--- config.mk ---
export PLATFORM = sky130hd
export DESIGN_NAME = acc_reg_cpu
export DESIGN_NICKNAME = d
export VERILOG_FILES = /design/src/rtl/acc_reg_cpu_pkg.sv /design/src/rtl/acc_reg_cpu_ctrl.sv /design/src/rtl/acc_reg_cpu_dpath.sv /design/src/rtl/acc_reg_cpu.sv
export SDC_FILE = /design/constraint.sdc
export NUM_CORES = 1
export LEC_CHECK = 0
export BUFFER_PORTS_ARGS = -buffer_cell sky130_fd_sc_hd__buf_4
export CELL_PAD_IN_SITES_DETAIL_PLACEMENT = 1
export CELL_PAD_IN_SITES_GLOBAL_PLACEMENT = 2
export CORE_ASPECT_RATIO = 0.8
export CORE_MARGIN = 2
export CORE_UTILIZATION = 29
export CTS_CLUSTER_SIZE = 14
export DETAILED_ROUTE_END_ITERATION = 12
export GPL_TIMING_DRIVEN = 0
export PLACE_DENSITY_LB_ADDON = 0.3
export SETUP_SLACK_MARGIN = 0.1
export SYNTH_ARGS = -nofsm -noshare
export SYNTH_HDL_FRONTEND = slang
export SYNTH_SLANG_ARGS = --single-unit
--- constraint.sdc ---
create_clock -name clk -period 1.6 [get_ports clk]
set_input_delay 0.16 -clock clk [delete_from_list [all_inputs] [get_ports clk]]
set_output_delay 0.16 -clock clk [all_outputs]
set_load 0.01 [all_outputs]
--- src/rtl/acc_reg_cpu_pkg.sv ---
package acc_reg_cpu_pkg;
  localparam int OPC_W = 4;

  localparam logic [OPC_W-1:0] OPC_LDA_A  = 4'd1;
  localparam logic [OPC_W-1:0] OPC_MOV_RA = 4'd2;
  localparam logic [OPC_W-1:0] OPC_OUT_R  = 4'd3;
  localparam logic [OPC_W-1:0] OPC_OUT_A  = 4'd4;
  localparam logic [OPC_W-1:0] OPC_LDR    = 4'd5;
  localparam logic [OPC_W-1:0] OPC_LDA_B  = 4'd6;
  localparam logic [OPC_W-1:0] OPC_ADD    = 4'd7;
  localparam logic [OPC_W-1:0] OPC_OR     = 4'd8;
  localparam logic [OPC_W-1:0] OPC_AND    = 4'd9;
  localparam logic [OPC_W-1:0] OPC_NOT    = 4'd10;

  typedef enum logic [1:0] {
    ALU_ADD = 2'd0,
    ALU_OR  = 2'd1,
    ALU_AND = 2'd2,
    ALU_NOT = 2'd3
  } aluSel_e;

  typedef struct packed {
    logic    aFromIn;
    logic    aFromAlu;
    aluSel_e aluSel;
    logic    rFromA;
    logic    rFromIn;
    logic    outFromA;
    logic    outFromR;
    logic    carryWr;
  } strobes_t;
endpackage

--- src/rtl/acc_reg_cpu_ctrl.sv ---
module acc_reg_cpu_ctrl
  import acc_reg_cpu_pkg::*;
(
  input  logic [OPC_W-1:0] opcode,
  output strobes_t         strobes
);
  always_comb begin
    strobes = '0;
    strobes.aluSel = ALU_ADD;
    unique case (opcode)
      OPC_LDA_A, OPC_LDA_B: strobes.aFromIn = 1'b1;
      OPC_MOV_RA:           strobes.rFromA = 1'b1;
      OPC_OUT_R:            strobes.outFromR = 1'b1;
      OPC_OUT_A:            strobes.outFromA = 1'b1;
      OPC_LDR:              strobes.rFromIn = 1'b1;
      OPC_ADD: begin
        strobes.aFromAlu = 1'b1;
        strobes.aluSel   = ALU_ADD;
        strobes.carryWr  = 1'b1;
      end
      OPC_OR: begin
        strobes.aFromAlu = 1'b1;
        strobes.aluSel   = ALU_OR;
      end
      OPC_AND: begin
        strobes.aFromAlu = 1'b1;
        strobes.aluSel   = ALU_AND;
      end
      OPC_NOT: begin
        strobes.aFromAlu = 1'b1;
        strobes.aluSel   = ALU_NOT;
      end
      default: strobes = '0;
    endcase
  end
endmodule

--- src/rtl/acc_reg_cpu_dpath.sv ---
module acc_reg_cpu_dpath
  import acc_reg_cpu_pkg::*;
#(
  parameter int DATA_W = 3
) (
  input  logic              clk,
  input  logic              rst,
  input  strobes_t          strobes,
  input  logic [DATA_W-1:0] dataIn,
  output logic [DATA_W-1:0] dataOut,
  output logic              carry
);
  localparam int SUM_W = DATA_W + 1;

  logic [DATA_W-1:0] regA, regR, regOut, aluRes;
  logic [SUM_W-1:0]  sum;
  logic              carryQ;

  assign sum = {1'b0, regA} + {1'b0, regR};

  always_comb begin
    unique case (strobes.aluSel)
      ALU_ADD: aluRes = sum[DATA_W-1:0];
      ALU_OR:  aluRes = regA | regR;
      ALU_AND: aluRes = regA & regR;
      default: aluRes = ~regA;
    endcase
  end

  always_ff @(posedge clk) begin
    if (rst) begin
      regA   <= '0;
      regR   <= '0;
      regOut <= '0;
      carryQ <= 1'b0;
    end else begin
      if (strobes.aFromIn)       regA <= dataIn;
      else if (strobes.aFromAlu) regA <= aluRes;
      if (strobes.rFromIn)       regR <= dataIn;
      else if (strobes.rFromA)   regR <= regA;
      if (strobes.outFromA)      regOut <= regA;
      else if (strobes.outFromR) regOut <= regR;
      if (strobes.carryWr)       carryQ <= sum[SUM_W-1];
    end
  end

  assign dataOut = regOut;
  assign carry   = carryQ;
endmodule

--- src/rtl/acc_reg_cpu.sv ---
module acc_reg_cpu
  import acc_reg_cpu_pkg::*;
#(
  parameter int DATA_W = 3
) (
  input  logic              clk,
  input  logic              rst,
  input  logic [3:0]        opcode,
  input  logic [DATA_W-1:0] dataIn,
  output logic [DATA_W-1:0] dataOut,
  output logic              carry
);
  strobes_t strobes;

  acc_reg_cpu_ctrl i_ctrl (
    .opcode  (opcode),
    .strobes (strobes)
  );

  acc_reg_cpu_dpath #(.DATA_W(DATA_W)) i_dpath (
    .clk     (clk),
    .rst     (rst),
    .strobes (strobes),
    .dataIn  (dataIn),
    .dataOut (dataOut),
    .carry   (carry)
  );
endmodule

==> qor.txt, run 1 <==
status -> finished with violations
failing checks -> negative setup slack
pin count of the biggest net entering global routing -> 11
Yosys warnings -> 0
clock skew -> 0.00402 ns
Final min period -> 1.67 ns
CTS sink count -> 10
final setup violation count -> 2
NumNets Final -> 144
drt wl/cell -> 16.3 um
final hold vios -> 0
Syn Area/Cell -> 8.17 um2
IO Pins -> 13
Max-slew headroom -> 61.5%
Setup WS post-layout -> -0.0715 ns
Placer Congestion -> 0.818
area grow syn2layout -> 31.9%
layout cells sized above 1 -> 33.9%
Initial DRC Count -> 56
Die ar. -> 3470 um2
core region area -> 2810 um2
Root Buffer -> clkbuf_8
Leak -> 0.000455 uW
unrepaired setup endpoints after global routing -> true
maximum VDD drop -> 0.000215 V
# DRC -> 0
H-Tree Depth -> 1
crit path DAT -> 1.83 ns
Crit path max-delay family -> adder cells
vias -> 891
Post-synth EDFFs -> 0
Worst path max stage delay -> 0.37 ns
num rows -> 17
top-area cell type share of the netlist area -> 22.9%
PortBufs -> 12
Crit. End Element -> flop
Antenna diodes -> 0
CTS Buf Count -> 3
die height -> 53.1 um
DP Cell Count -> 157
CP max stage cell -> or3_1
Worst Tran Pin Value -> 0.578 ns
DP Area -> 1040 um2
final instance area -> 1150 um2
sequential cell area fraction in the yosys report -> 22.9%
total congestion overflow -> 0
WP buf/inv -> 1
register area -> 214 um2
worst slack, placed -> -0.181 ns
Post-synth top flop -> dfxtp_1
Pre-Repair DR Iteration Count -> 4
Clock Latency Late Sink -> 0.24 ns
worst min path class -> in2reg
power density cells -> 720 nW/um2
number of global-route vias before repair -> 842
post-synth cell types -> 38
worst-path fanout max -> 3
Die Span X -> 65.4 um
hpwl dp -> 1970 um
Max Root-Sink Buffers -> 2
gr usage total -> 17.6%
fmax -> 598 MHz
Async SR Flop Fraction -> 0%
fin cells -> 165
Syn Inst Count -> 107
crit-path cells -> ha_4, inv_2, fa_2, xnor2_2, nor2_1, or3_1, o32ai_2
max-cap violation count -> 0
post-route ant nets -> 0
TritonCTS clock tree -> yes
Starting Density -> 31.1%
post-synthesis sequential element count -> 10
Synth area leader -> dfxtp_1
initial antenna violation count -> 0
top post-synthesis cells by area -> dfxtp_1, ha_1, a211oi_1, nor2_1, a221oi_1
crit start category -> flop
cell area after synthesis -> 875 um2
Mapped Nets -> 123
vias per cell -> 5.40
area occupied by multi-input gates -> 634 um2
Final period util -> 104%
clock-pin slew on the worst setup and hold paths -> 0.05 ns
# fillers -> 351
Max Slew Vio Count -> 0
Setup CP Type -> reg2reg
worst path required time -> 1.76 ns
first-pass GRT wire length -> 4460 um
Total Wirelength -> 2690 um
Yosys cell counts, types with 2 or more instances:
| cell type | instances |
|---|---|
| buf_4 | 2 |
| mux2i_1 | 4 |
| nand2b_1 | 2 |
| nor3b_1 | 2 |
| ha_1 | 6 |
| nor2_1 | 14 |
| a221oi_1 | 5 |
| a21o_1 | 3 |
| o22ai_1 | 2 |
| nand2_1 | 2 |
| o32ai_1 | 2 |
| or4b_1 | 2 |
| clkbuf_1 | 2 |
| inv_1 | 9 |
| a22oi_1 | 2 |
| buf_2 | 3 |
| a211oi_1 | 7 |
| a21oi_1 | 6 |
| nor2b_1 | 4 |
| dfxtp_1 | 10 |
repair_timing:
item	in CTS	in global routing
buffers inserted	2	2
endpoints found under the setup margin	2	2
hold buffers	0	0
pin swaps	1	2
gates resized for setup	5	3
endpoints found under the hold margin	0	0
layout by cell type (no fill, tap or decap), drive strengths merged, types with 2 or more instances in the layout:
cell and count:
a21o 3, nor2b 4, nor3b 2, buf 22, nor3 2, a22oi 2, ha 6, nand2 2
a21oi 7, clkbuf 6, nand2b 2, nor2 14, inv 9, mux2i 4, a221oi 5, dfxtp 10
or4b 2, o22ai 2, o32ai 2, a211oi 7
layout make-up:
class	instances	share of cell area, %
Buffer	8	4.23
Clock buffer	4	4.77
Inverter	9	2.93
Multi-Input combinational cell	80	55.0
Sequential cell	10	18.5
Tap cell	38	4.12
Timing Repair Buffer	16	10.4
through the flow:
step / total power [uW] / setup TNS [ns] / hold WS (ns) / util, %
after detailed placement: 490 / -0.193 / 0.458 / 37.0
after floorplan: 418 / 0 / 0.321 / -
final: 831 / -0.0721 / 0.200 / 41.1
after global placement: 482 / -0.180 / 0.452 / 37.0
after global routing: 875 / -0.185 / 0.215 / 41.1
after CTS: 827 / -0.0758 / 0.201 / 39.8
registers in the layout, summed over array words and instances, names as in the netlist:
| name | flops |
|---|---|
| i_dpath.carry | 1 |
| i_dpath.regR | 3 |
| i_dpath.dataOut | 3 |
| i_dpath.regA | 3 |
metal layers:
metal / global-route usage (%) / up-vias / routed length, um
li1: - / 435 / -
met1: 24.9 / 437 / 1400
met2: 27.6 / 15 / 1170
met3: 1.91 / 4 / 81
met4: 6.25 / 0 / 41
met5: 0 / - / 0
worst register-to-register path: stages (launching register included):
cell and delay, ns:
dfxtp_4 0.36, ha_4 0.15, inv_2 0.04, fa_2 0.36, xnor2_2 0.16, nor2_1 0.05
or3_1 0.37, o32ai_2 0.09
path summary, 6_finish.rpt:
kind / startpoint / end / cells past startpoint / slack (ns)
max: i_dpath.regA[0] / i_dpath.regA[2] / 7 / -0.07
min reg2reg: i_dpath.dataOut[1] / i_dpath.dataOut[1] / 2 / 0.50
min: rst / i_dpath.regA[0] / 3 / 0.20
max reg2reg: i_dpath.regA[0] / i_dpath.regA[2] / 7 / -0.07
where the power goes:
part,internal [uW],switching (uW),total (uW)
logic,102,113,216
clock network,217,113,331
registers,265,19.2,284
cell families (layout without fill, tap and decap cells):
group | count (synthesis) | count (layout) | synth area share [%]
AND/OR/NAND/NOR | 35 | 35 | 23.5
multiplexers | 4 | 4 | 4.58
buffers and inverters | 17 | 37 | 9.44
flip-flops | 10 | 10 | 22.9
XOR/XNOR | 1 | 1 | 1.00
AO/OA/AOI/OAI | 33 | 33 | 27.8
adder cells (fa/ha/maj) | 7 | 7 | 10.9
No activity file was read; power rests on OpenSTA's default activity.
==> inputs of run 2 (changes only) <==
--- a/config.mk
+++ b/config.mk
@@ -10,7 +10,8 @@
 export CELL_PAD_IN_SITES_GLOBAL_PLACEMENT = 2
 export CORE_ASPECT_RATIO = 0.8
 export CORE_MARGIN = 2
-export CORE_UTILIZATION = 29
+export CORE_UTILIZATION = 31
+export CTS_BUF_LIST = sky130_fd_sc_hd__clkbuf_8
 export CTS_CLUSTER_SIZE = 14
 export DETAILED_ROUTE_END_ITERATION = 12
 export GPL_TIMING_DRIVEN = 0
==> qor.txt, run 2 (synthesis results as in run 1) <==
crit path DAT -> 1.78 ns
met1 Usage GRT -> 23.4%
Worst path max stage delay -> 0.35 ns
Worst Tran Pin Value -> 0.537 ns
Setup WS post-layout -> -0.0304 ns
num rows -> 17
Worst setup endpoint -> i_dpath.regA[2]
hold_buf cts -> 0
worst-path fanout max -> 3
TritonCTS clock tree -> yes
Max-slew headroom -> 64.2%
Leak -> 0.000442 uW
die height -> 51.5 um
CTS Buf Count -> 3
total congestion overflow -> 0
Initial DRC Count -> 33
initial antenna violation count -> 0
Root Buffer -> clkbuf_8
area grow syn2layout -> 29.0%
Final period util -> 102%
CP max stage cell -> dfxtp_4
status -> finished with violations
fmax -> 613 MHz
Clock Latency Late Sink -> 0.24 ns
clock skew -> 0.00302 ns
clock-pin slew on the worst setup and hold paths -> 0.05 ns
unrepaired setup endpoints after global routing -> true
sequential group share of total power -> 36.5%
reg2reg start -> i_dpath.regA[0]
final instance area -> 1130 um2
PortBufs -> 12
hpwl dp -> 1990 um
Die ar. -> 3260 um2
crit-path cells -> ha_4, inv_2, fa_2, xnor2_2, nor2_1, or3_1, o32ai_2
DP Area -> 1040 um2
Critical R2R Capture -> i_dpath.regA[2]
Max Root-Sink Buffers -> 2
gr usage total -> 18.2%
vias per cell -> 5.33
first-pass GRT wire length -> 4440 um
worst min path class -> in2reg
combinational cell fraction of total power -> 27.5%
Setup CP Type -> reg2reg
CTS sink count -> 10
switching power total -> 242 uW
final hold vios -> 0
internal power component -> 536 uW
layout cells sized above 1 -> 31.2%
met2 global-route usage -> 30.2%
final design utilization -> 41.5%
Antenna diodes -> 0
GR peak layer -> met2
max-cap violation count -> 0
Placer Congestion -> 0.798
core region area -> 2720 um2
Pre-Repair DR Iteration Count -> 4
IO Pins -> 13
final total power -> 778 uW
worst path required time -> 1.75 ns
met3 GRT Util -> 4.11%
commonest non-fill, non-tap cell in the layout -> buf_4
power density cells -> 690 nW/um2
pin count of the biggest net entering global routing -> 11
reg2reg setup slack -> -0.03 ns
clock power share -> 36.1%
failing checks -> negative setup slack
number of global-route vias before repair -> 901
Starting Density -> 32.1%
crit path from -> i_dpath.regA[0]
Die Span X -> 63.4 um
# fillers -> 345
final setup violation count -> 1
# DRC -> 0
Max Slew Vio Count -> 0
NumNets Final -> 142
Total Wirelength -> 2670 um
FF-to-FF path depth -> 7
Sw Ratio -> 31.2%
post-route ant nets -> 0
Final min period -> 1.63 ns
vias -> 869
maximum VDD drop -> 0.000361 V
Crit. End Element -> flop
H-Tree Depth -> 1
Hold Crit Depth -> 3
commonest non-fill, non-tap cells in the layout -> buf_4, nor2_1, inv_1
drt wl/cell -> 16.4 um
crit start category -> flop
-- run 2: timing repair --
action,4_1_cts,5_1_grt
endpoints found under the setup margin,2,3
pin swaps,1,1
resized for setup,5,2
setup buffers,2,0
-- run 2: power groups by stage --
stage	Clock, uW	Sequential [uW]	Combinational, uW
final	281	284	214
after global placement	0	292	190
after global routing	298	286	234
after detailed placement	0	292	197
after floorplan	0	287	131
after CTS	292	284	206
-- run 2: how the worst min path moves through the flow --
stage | startpoint | to | slack, ns
5_1_grt | rst | i_dpath.regA[1] | 0.23
4_1_cts | rst | i_dpath.regA[1] | 0.20
6_report | rst | i_dpath.regA[0] | 0.22
3_5_place_dp | rst | i_dpath.regA[1] | 0.47
2_1_floorplan | rst | i_dpath.regA[0] | 0.32
3_3_place_gp | rst | i_dpath.regA[1] | 0.45
-- run 2: metrics by stage --
stage               hold WS [ns]  std cells  worst slack (ns)  TNS (ns)
floorplan                  0.321        107            0.0213         0
global placement           0.455        157            -0.154    -0.154
detailed placement         0.470        157            -0.156    -0.156
CTS                        0.202        163           -0.0457   -0.0457
global route               0.234        163            -0.102    -0.117
finish                     0.221        163           -0.0304   -0.0304
-- run 2: critical path: cells and delay by family, from the launching register on --
| family | cells | cell delay [ns] |
|---|---|---|
| simple gates | 2 | 0.40 |
| xor+xnor | 1 | 0.16 |
| fa+ha+maj | 2 | 0.49 |
| compound gates | 1 | 0.09 |
| flops | 1 | 0.35 |
| buf+inv | 1 | 0.04 |
-- run 2: area by class of cell --
class / instances / area, um2 / share of cell area [%]
plain buffers: 8 / 48.8 / 4.32
clock buffers: 3 / 41.3 / 3.66
clock inverters: 1 / 3.75 / 0.333
inverters: 9 / 33.8 / 2.99
multi-input cells: 80 / 634 / 56.2
flip-flops and latches: 10 / 214 / 19.0
well taps: 38 / 47.5 / 4.21
repair buffers: 14 / 105 / 9.31
-- run 2: layer usage --
metal / vias to the layer above / routed length, um
met5: - / 0
met4: 0 / 32
met3: 4 / 69
met2: 11 / 1270
met1: 426 / 1300
li1: 428 / -
==> inputs of run 3 (changes only) <==
--- a/config.mk
+++ b/config.mk
@@ -5,12 +5,14 @@
 export SDC_FILE = /design/constraint.sdc
 export NUM_CORES = 1
 export LEC_CHECK = 0
+export ABC_AREA = 1
 export BUFFER_PORTS_ARGS = -buffer_cell sky130_fd_sc_hd__buf_4
+export CAP_MARGIN = 20
 export CELL_PAD_IN_SITES_DETAIL_PLACEMENT = 1
 export CELL_PAD_IN_SITES_GLOBAL_PLACEMENT = 2
 export CORE_ASPECT_RATIO = 0.8
 export CORE_MARGIN = 2
-export CORE_UTILIZATION = 31
+export CORE_UTILIZATION = 27
 export CTS_BUF_LIST = sky130_fd_sc_hd__clkbuf_8
 export CTS_CLUSTER_SIZE = 14
 export DETAILED_ROUTE_END_ITERATION = 12
==> qor.txt, run 3 <==
IO Pins -> 13
Pre-Repair DR Iteration Count -> 4
count leader, synth -> nand2_1
unrepaired setup endpoints after global routing -> true
power density cells -> 625 nW/um2
Max Root-Sink Buffers -> 2
Syn Inst Count -> 141
Antenna diodes -> 0
Final min period -> 1.56 ns
TritonCTS clock tree -> yes
Total Wirelength -> 2620 um
fmax -> 640 MHz
Setup WS post-layout -> 0.0363 ns
worst min path class -> in2reg
reg2reg setup slack -> 0.04 ns
Setup CP Type -> reg2reg
Initial DRC Count -> 21
sequential cell area fraction in the yosys report -> 23.7%
crit start category -> flop
post-synth cell types -> 19
Synth area leader -> dfxtp_1
top-area cell type share of the netlist area -> 23.7%
Post-synth top flop -> dfxtp_1
max-cap violation count -> 0
Hold WS -> 0.248 ns
total congestion overflow -> 0
Starting Density -> 27.8%
Syn Area/Cell -> 5.99 um2
PortBufs -> 11
Max Slew Vio Count -> 0
clock-pin slew on the worst setup and hold paths -> 0.05 ns
cell area after synthesis -> 845 um2
hpwl dp -> 2060 um
core region area -> 3040 um2
DP Cell Count -> 192
crit path DAT -> 1.67 ns
Root Buffer -> clkbuf_8
Die ar. -> 3590 um2
Clock Latency Late Sink -> 0.24 ns
first-pass GRT wire length -> 4290 um
die height -> 54.0 um
top post-synthesis cells by count -> nand2_1, inv_1, nor2_1, nand3_1, dfxtp_1
area grow syn2layout -> 25.3%
top post-synthesis cells by area -> dfxtp_1, nand2_1, inv_1, nor2_1, ha_1
area occupied by multi-input gates -> 563 um2
maximum VDD drop -> 0.000398 V
status -> completed
commonest non-fill, non-tap cells in the layout -> nand2_1, nor2_1, inv_1
Leak -> 0.000557 uW
final setup violation count -> 0
number of global-route vias before repair -> 903
worst slack, placed -> -0.0733 ns
# fillers -> 415
Final period util -> 97.7%
Async SR Flop Fraction -> 0%
register area -> 208 um2
H-Tree Depth -> 1
initial antenna violation count -> 0
worst-path fanout max -> 3
clock skew -> 0.00481 ns
num rows -> 18
Worst Tran Pin Value -> 0.387 ns
pin count of the biggest net entering global routing -> 11
gr usage total -> 16.6%
Max-slew headroom -> 73.9%
commonest non-fill, non-tap cell in the layout -> nand2_1
vias per cell -> 4.73
hold_buf cts -> 0
post-route ant nets -> 0
CTS Buf Count -> 3
NumNets Final -> 175
vias -> 931
# DRC -> 0
fin cells -> 197
Die Span X -> 66.5 um
worst path required time -> 1.71 ns
Post-synth EDFFs -> 0
Yosys warnings -> 0
drt wl/cell -> 13.3 um
CTS sink count -> 10
final hold vios -> 0
post-synthesis sequential element count -> 10
Crit. End Element -> flop
Mapped Nets -> 157
Placer Congestion -> 0.811
layout cells sized above 1 -> 21.7%
==> run 3: cell types whose count changed after synthesis, moves of 5 or more <==
cell	delta
a221oi_1	-5
inv_1	+13
nand3_1	+14
a211oi_1	-7
nor2_1	+8
nand2_1	+34
==> run 3: critical path, stage by stage (launching register included) <==
cell     delay (ns)
dfxtp_4        0.36
ha_4           0.16
inv_2          0.04
fa_1           0.47
inv_1          0.04
nand2_1        0.05
nand2_1        0.05
nor2_1         0.08
nor2_1         0.06
nor2_1         0.09
nor2_1         0.05
==> run 3: cell families (layout without fill, tap and decap cells) <==
kind of cell    count (synthesis)  after routing  share of synthesized area (%)
flops                          10             10                           23.7
compound gates                 18             18                           12.3
fa+ha+maj                       7              7                           11.3
simple gates                   80             80                           41.0
buf+inv                        26             42                           11.7
==> run 3: what timing repair did <==
item | CTS | global route
endpoints found under the hold margin | 0 | 0
setup buffers | 2 | 0
pin swaps | 3 | 1
setup endpoints to repair | 2 | 4
gates resized for setup | 4 | 4
==> run 3: power breakdown <==
part / switching [uW] / leakage (uW) / internal [uW]
Sequential: 8.18 / 0.0000826 / 256
Combinational: 87.5 / 0.000453 / 49.7
Clock: 95.7 / 0.0000216 / 164
==> run 3: worst paths after layout <==
path / cells after the start / end / from
worst max-delay path: 10 / i_dpath.regA[1] / i_dpath.regR[0]
worst min-delay path: 3 / i_dpath.regR[0] / dataIn[0]
worst max register to register: 10 / i_dpath.regA[1] / i_dpath.regR[0]
worst min register to register: 2 / i_dpath.dataOut[1] / i_dpath.dataOut[1]
==> run 3: layout make-up <==
type / count / area share, %
plain buffers: 1 / 0.355
repair buffers: 13 / 9.22
inverters: 25 / 8.98
clock buffers: 3 / 3.90
well taps: 40 / 4.73
multi-input cells: 105 / 53.2
flip-flops and latches: 10 / 19.6
==> run 3: per-stage QoR <==
stage	instance area, um2	power, uW	utilization [%]	setup TNS (ns)
after floorplan	850	353	-	0
after global routing	1060	708	34.8	-0.197
final	1060	662	34.8	0
after global placement	982	401	32.3	-0.105
after CTS	1050	671	34.7	0
after detailed placement	982	403	32.3	-0.112
==> run 3: metal layers <==
layer	part of all wire (%)	GRT usage, %	vias up	wire, um
li1	-	-	476	-
met4	1.6	3.40	0	42
met3	3.6	3.77	4	95
met1	48	22.4	434	1270
met2	46	27.3	17	1210
met5	0	0	-	0
